[config.mk]
export PLATFORM = sky130hd
export DESIGN_NAME = rf3_pipe_alu
export DESIGN_NICKNAME = d
export VERILOG_FILES = /design/src/rtl/rf3_pkg.sv /design/src/rtl/rf3_alu.sv /design/src/rtl/rf3_regfile.sv /design/src/rtl/rf3_pipe_alu.sv
export SDC_FILE = /design/constraint.sdc
export NUM_CORES = 1
export LEC_CHECK = 0
export CAP_MARGIN = 10
export CELL_PAD_IN_SITES_DETAIL_PLACEMENT = 0
export CELL_PAD_IN_SITES_GLOBAL_PLACEMENT = 1
export CORE_MARGIN = 2
export CORE_UTILIZATION = 40
export DETAILED_ROUTE_END_ITERATION = 16
export GPL_ROUTABILITY_DRIVEN = 0
export PLACE_DENSITY = 0.78
export SETUP_SLACK_MARGIN = 0.4
export SYNTH_ARGS = -nofsm -noshare
export SYNTH_HDL_FRONTEND = slang
export SYNTH_SLANG_ARGS = --single-unit
[constraint.sdc]
create_clock -name clk_i -period 3.7 [get_ports clk_i]
set_input_delay 0.74 -clock clk_i [delete_from_list [all_inputs] [get_ports clk_i]]
set_output_delay 0.74 -clock clk_i [all_outputs]
set_load 0.01 [all_outputs]
[src/rtl/rf3_pkg.sv]
package rf3_pkg;

    localparam int OP_W = 2;

    // selector encoding
    typedef enum logic [OP_W-1:0] {
        OP_ADD = 2'b00,
        OP_SUB = 2'b01,
        OP_AND = 2'b10,
        OP_XOR = 2'b11
    } alu_op_e;

    // number of hold cycles needed to drain every accepted instruction
    localparam int DRAIN_CYCLES = 2;

endpackage

[src/rtl/rf3_alu.sv]
module rf3_alu
    import rf3_pkg::*;
#(
    parameter int DATA_W = 16
) (
    input  alu_op_e           op_i,
    input  logic [DATA_W-1:0] a_i,
    input  logic [DATA_W-1:0] b_i,
    output logic [DATA_W-1:0] y_o
);

    always_comb begin
        unique case (op_i)
            OP_ADD:  y_o = a_i + b_i;
            OP_SUB:  y_o = a_i - b_i;
            OP_AND:  y_o = a_i & b_i;
            OP_XOR:  y_o = a_i ^ b_i;
            default: y_o = '0;
        endcase
    end

endmodule

[src/rtl/rf3_regfile.sv]
module rf3_regfile #(
    parameter int DATA_W = 16,
    parameter int NREG   = 8,
    localparam int AW    = $clog2(NREG)
) (
    input  logic                   clk_i,
    input  logic                   rst_i,
    input  logic                   wr_en_i,
    input  logic [AW-1:0]          wr_addr_i,
    input  logic [DATA_W-1:0]      wr_data_i,
    input  logic [AW-1:0]          rd_a_addr_i,
    input  logic [AW-1:0]          rd_b_addr_i,
    output logic [DATA_W-1:0]      rd_a_data_o,
    output logic [DATA_W-1:0]      rd_b_data_o,
    output logic [NREG*DATA_W-1:0] regs_o
);

    logic [DATA_W-1:0] mem [NREG];

    always_ff @(posedge clk_i) begin
        if (rst_i) begin
            for (int i = 0; i < NREG; i++) begin
                mem[i] <= DATA_W'(i);
            end
        end else if (wr_en_i) begin
            mem[wr_addr_i] <= wr_data_i;
        end
    end

    // Reads see the file as it stands after this cycle's commit.
    always_comb begin
        rd_a_data_o = (wr_en_i && wr_addr_i == rd_a_addr_i) ? wr_data_i : mem[rd_a_addr_i];
        rd_b_data_o = (wr_en_i && wr_addr_i == rd_b_addr_i) ? wr_data_i : mem[rd_b_addr_i];
    end

    for (genvar g = 0; g < NREG; g++) begin : g_flat
        assign regs_o[g*DATA_W +: DATA_W] = mem[g];


        only_dest_changes_chk: assert property (@(posedge clk_i) disable iff (rst_i)
            !(wr_en_i && wr_addr_i == AW'(g)) |=> $stable(regs_o[g*DATA_W +: DATA_W]));
    end


    no_commit_no_change_chk: assert property (@(posedge clk_i) disable iff (rst_i)
        !wr_en_i |=> $stable(regs_o));

endmodule

[src/rtl/rf3_pipe_alu.sv]
module rf3_pipe_alu
    import rf3_pkg::*;
#(
    parameter int DATA_W = 16,
    parameter int NREG   = 8,
    localparam int AW    = $clog2(NREG)
) (
    input  logic                   clk_i,
    input  logic                   rst_i,
    input  logic                   stall_i,
    input  logic [AW-1:0]          src1_i,
    input  logic [AW-1:0]          src2_i,
    input  logic [1:0]             op_i,
    input  logic [AW-1:0]          dst_i,
    output logic [NREG*DATA_W-1:0] regs_o
);

    typedef struct packed {
        logic              bubble;
        logic [AW-1:0]     dst;
        alu_op_e           op;
        logic [DATA_W-1:0] opa;
        logic [DATA_W-1:0] opb;
    } ex_stage_t;

    typedef struct packed {
        logic              bubble;
        logic [AW-1:0]     dst;
        logic [DATA_W-1:0] res;
    } wb_stage_t;

    ex_stage_t         ex_q;
    wb_stage_t         wb_q;
    logic [DATA_W-1:0] alu_y;
    logic [DATA_W-1:0] rf_a, rf_b;
    logic              fwd_a, fwd_b;

    rf3_alu #(.DATA_W(DATA_W)) u_alu (
        .op_i (ex_q.op),
        .a_i  (ex_q.opa),
        .b_i  (ex_q.opb),
        .y_o  (alu_y)
    );

    rf3_regfile #(.DATA_W(DATA_W), .NREG(NREG)) u_rf (
        .clk_i       (clk_i),
        .rst_i       (rst_i),
        .wr_en_i     (!wb_q.bubble),
        .wr_addr_i   (wb_q.dst),
        .wr_data_i   (wb_q.res),
        .rd_a_addr_i (src1_i),
        .rd_b_addr_i (src2_i),
        .rd_a_data_o (rf_a),
        .rd_b_data_o (rf_b),
        .regs_o      (regs_o)
    );

    // Forward the result being computed now when the execute slot is live.
    always_comb begin
        fwd_a = !ex_q.bubble && (ex_q.dst == src1_i);
        fwd_b = !ex_q.bubble && (ex_q.dst == src2_i);
    end

    always_ff @(posedge clk_i) begin
        if (rst_i) begin
            ex_q <= '{bubble: 1'b1, dst: '0, op: OP_ADD, opa: '0, opb: '0};
            wb_q <= '{bubble: 1'b1, dst: '0, res: '0};
        end else begin
            ex_q.bubble <= stall_i;
            ex_q.dst    <= dst_i;
            ex_q.op     <= alu_op_e'(op_i);
            ex_q.opa    <= fwd_a ? alu_y : rf_a;
            ex_q.opb    <= fwd_b ? alu_y : rf_b;
            wb_q.bubble <= ex_q.bubble;
            wb_q.dst    <= ex_q.dst;
            wb_q.res    <= alu_y;
        end
    end


    reset_empties_pipe_chk: assert property (@(posedge clk_i) disable iff (rst_i)
        $past(rst_i) |-> (ex_q.bubble && wb_q.bubble));


    hold_makes_bubble_chk: assert property (@(posedge clk_i) disable iff (rst_i)
        stall_i |=> ex_q.bubble);


    bubble_reaches_wb_chk: assert property (@(posedge clk_i) disable iff (rst_i)
        (stall_i && !$past(rst_i)) |=> ##1 wb_q.bubble);

endmodule

==> results.toml <==
[worst_setup_path]
arrival_ps = 3440
path_class = "flop to flop"
r2r_slack_ps = 550
cp-end-kind = "flop"
startpoint_type = "flop"
cp_max_fo = 5
cp.required_ps = 3990

[route]
routedWlPerCell_microns = 22.0
ant_nets = 0
vias_per_cell = 5.57
dr.pass1.iters = 5
routed_wl_microns = 29400
drt_iter0_markers = 697
drc = 0
vias = 7443

[synthesis]
async_reset_ff_frac = 0
yosys_warnings = 0
synth_fp_nets = 909
yosysMostFrequentCell = "edfxtp_1"
synth-main-ff-cell = "edfxtp_1"
synth_seq_cells = 186
synthesis.area_sq_um = 10400
yosys.area.top_type = "edfxtp_1"
synthCells = 862
ys_seq_area_frac = 0.483
synth_area_leaders = "edfxtp_1, mux4_2, dfxtp_1"
synth.distinct_cells = 49
syn_avg_cell_area_sq_um = 12.0
synth-edff-count = 128
synthDominantCellAreaShare = 0.371
ys_top_cells_by_count = "edfxtp_1, and2_1, nor2_1, mux4_2, dfxtp_1"

[power_and_ir_drop]
peakVddDrop_uv = 332
intPower_mw = 3.74
p_leak_nw = 4.81
sw_frac_of_total = 0.309
p_switching_mw = 1.67
cellPowerDensity_nw_per_um2 = 425
pwr-share-seq = 0.470
combPwrFrac = 0.193
p_clk_frac = 0.337

[die]
coreArea_sq_um = 25300
initial_core_util = 0.409
ios = 142
die_height_microns = 165
row_count = 58
dieArea_sq_um = 27200
die_x_microns = 165

[sta]
rsz0062_at_grt = "no"
fmax_mhz = 317
fin_crit_ps = 3150
setup_viol = 0
slew_violations = 0
layout_setup_ws_ps = 550
skew_ps = 17.6
worst_slew_pin_slew_ps = 628
fin_crit_sh = 0.851
finalHoldViolations = 0
finalSetupTns_ps = 0
slew-limit-headroom = 0.581

[flow_run]
drv_cap = 0

[grt]
grt_pass1_wl_microns = 44900
grt_pass1_vias = 7373
overflow = 0
antenna_found_initial = 0
grt.total_usage = 0.223
grt_max_degree = 60

[cts]
cts_root_buffer = "clkbuf_16"
tritoncts = "done"
clock_sinks = 186
clk_latency_ps = 440
numCtsBuffers = 17
clkTransAtPathRegs_ps = 80
htreeDepth = 4
clk_path_buf_depth = 2

[worst_hold_path]
hold_class = "flop to flop"

[layout]
area_delta_synth_final_pct = 23.1
drive_gt1_frac = 0.155
finalNetCount = 1041
num_antenna_cells = 0

[placement]
pre_cts_ws_ps = 476
portBuffers = 141
place_hpwl_microns = 21800

[status]
status = "completed"
-- flip-flops by register name, indices dropped and copies added (netlist names) --
register and cells:
u_rf.mem 128, wb_q 20, ex_q 38
-- metrics by stage --
stage	cells	power, mW	utilization	hold slack, ps	area, sq um
detailed placement	1305	3.62	0.480	513	12100
finish	1337	5.42	0.504	510	12800
floorplan	862	3.22	-	442	10400
CTS	1337	5.42	0.503	524	12700
global placement	1305	3.62	0.480	505	12100
global route	1337	5.65	0.504	529	12800
-- worst max-delay path, cell delays in order, from the launching register on --
cell,delay [ps]
dfxtp_1,410
inv_1,60
ha_1,230
nor3b_1,150
nor2_1,130
xnor2_1,140
ha_1,310
a21o_1,240
a221oi_4,390
o21ai_2,120
or3_1,360
a41o_1,280
a21oi_1,140
nor2_1,60
-- repair_timing --
action	in CTS	in global routing
setup buffers	0	0
setup endpoints to repair	0	10
hold buffers	0	0
gates resized for setup	0	6
-- cell usage in the layout, fill, tap and decap left out, types with 3 or more instances in the layout --
cell               n
a211oi_1          20
a21oi_1           47
a31oi_1            3
and2_1           116
buf_2              5
buf_4             28
clkbuf_16         17
clkdlybuf4s50_1  136
clkinv_8           4
dfxtp_1           58
edfxtp_1         128
ha_1              32
inv_1              9
inv_6              5
inv_8              4
mux2_2             5
mux2i_1           46
mux4_2            64
nand2_1           35
nand2b_1           8
nor2_1            70
nor2b_1           19
nor3_1            10
o21ai_0           24
o21ai_1            4
o22ai_1            9
or2_2             12
or3_1             10
xnor2_1           22
xor2_1            17
-- power groups by stage --
| stage | logic (mW) | clock network, mW | registers (mW) |
|---|---|---|---|
| after floorplan | 0.709 | 0 | 2.51 |
| after global placement | 1.03 | 0 | 2.58 |
| after detailed placement | 1.04 | 0 | 2.59 |
| after CTS | 1.05 | 1.84 | 2.54 |
| after global routing | 1.15 | 1.94 | 2.57 |
| final | 1.05 | 1.83 | 2.55 |
-- cell families (layout without fill, tap and decap cells) --
kind of cell,Yosys count,in the layout,share of synthesized area
compound gates,124,124,0.0739
xor+xnor,39,39,0.0330
fa+ha+maj,33,33,0.0406
buf+inv,66,211,0.0262
flops,186,186,0.483
mux,115,115,0.189
simple gates,299,299,0.154
-- final timing paths --
kind,start,end,depth (start not counted)
worst max-delay path,ex_q[0]$_SDFF_PP0_,ex_q[28]$_SDFF_PP0_,13
worst min-delay path,ex_q[34]$_SDFF_PP0_,wb_q[16]$_SDFF_PP0_,1
worst max register to register,ex_q[0]$_SDFF_PP0_,ex_q[28]$_SDFF_PP0_,13
worst min register to register,ex_q[34]$_SDFF_PP0_,wb_q[16]$_SDFF_PP0_,1
-- metal layers --
metal / vias to the layer above / GRT usage / share of wire
li1: 3438 / - / -
met1: 3645 / 0.324 / 0.44
met2: 329 / 0.350 / 0.47
met3: 31 / 0.0291 / 0.072
met4: 0 / 0.0664 / 0.018
met5: - / 0 / 0
-- final cells by class --
class                      count  area [sq um]
clock buffer                  18           429
clock inverter                14           163
fill                        2197         12600
inverter                      10          37.5
multi-input combinational    610          5110
sequential                   186          5000
tap                          330           413
timing repair buffer         169          1600
Note: power is estimated with default switching activity, not from simulation.
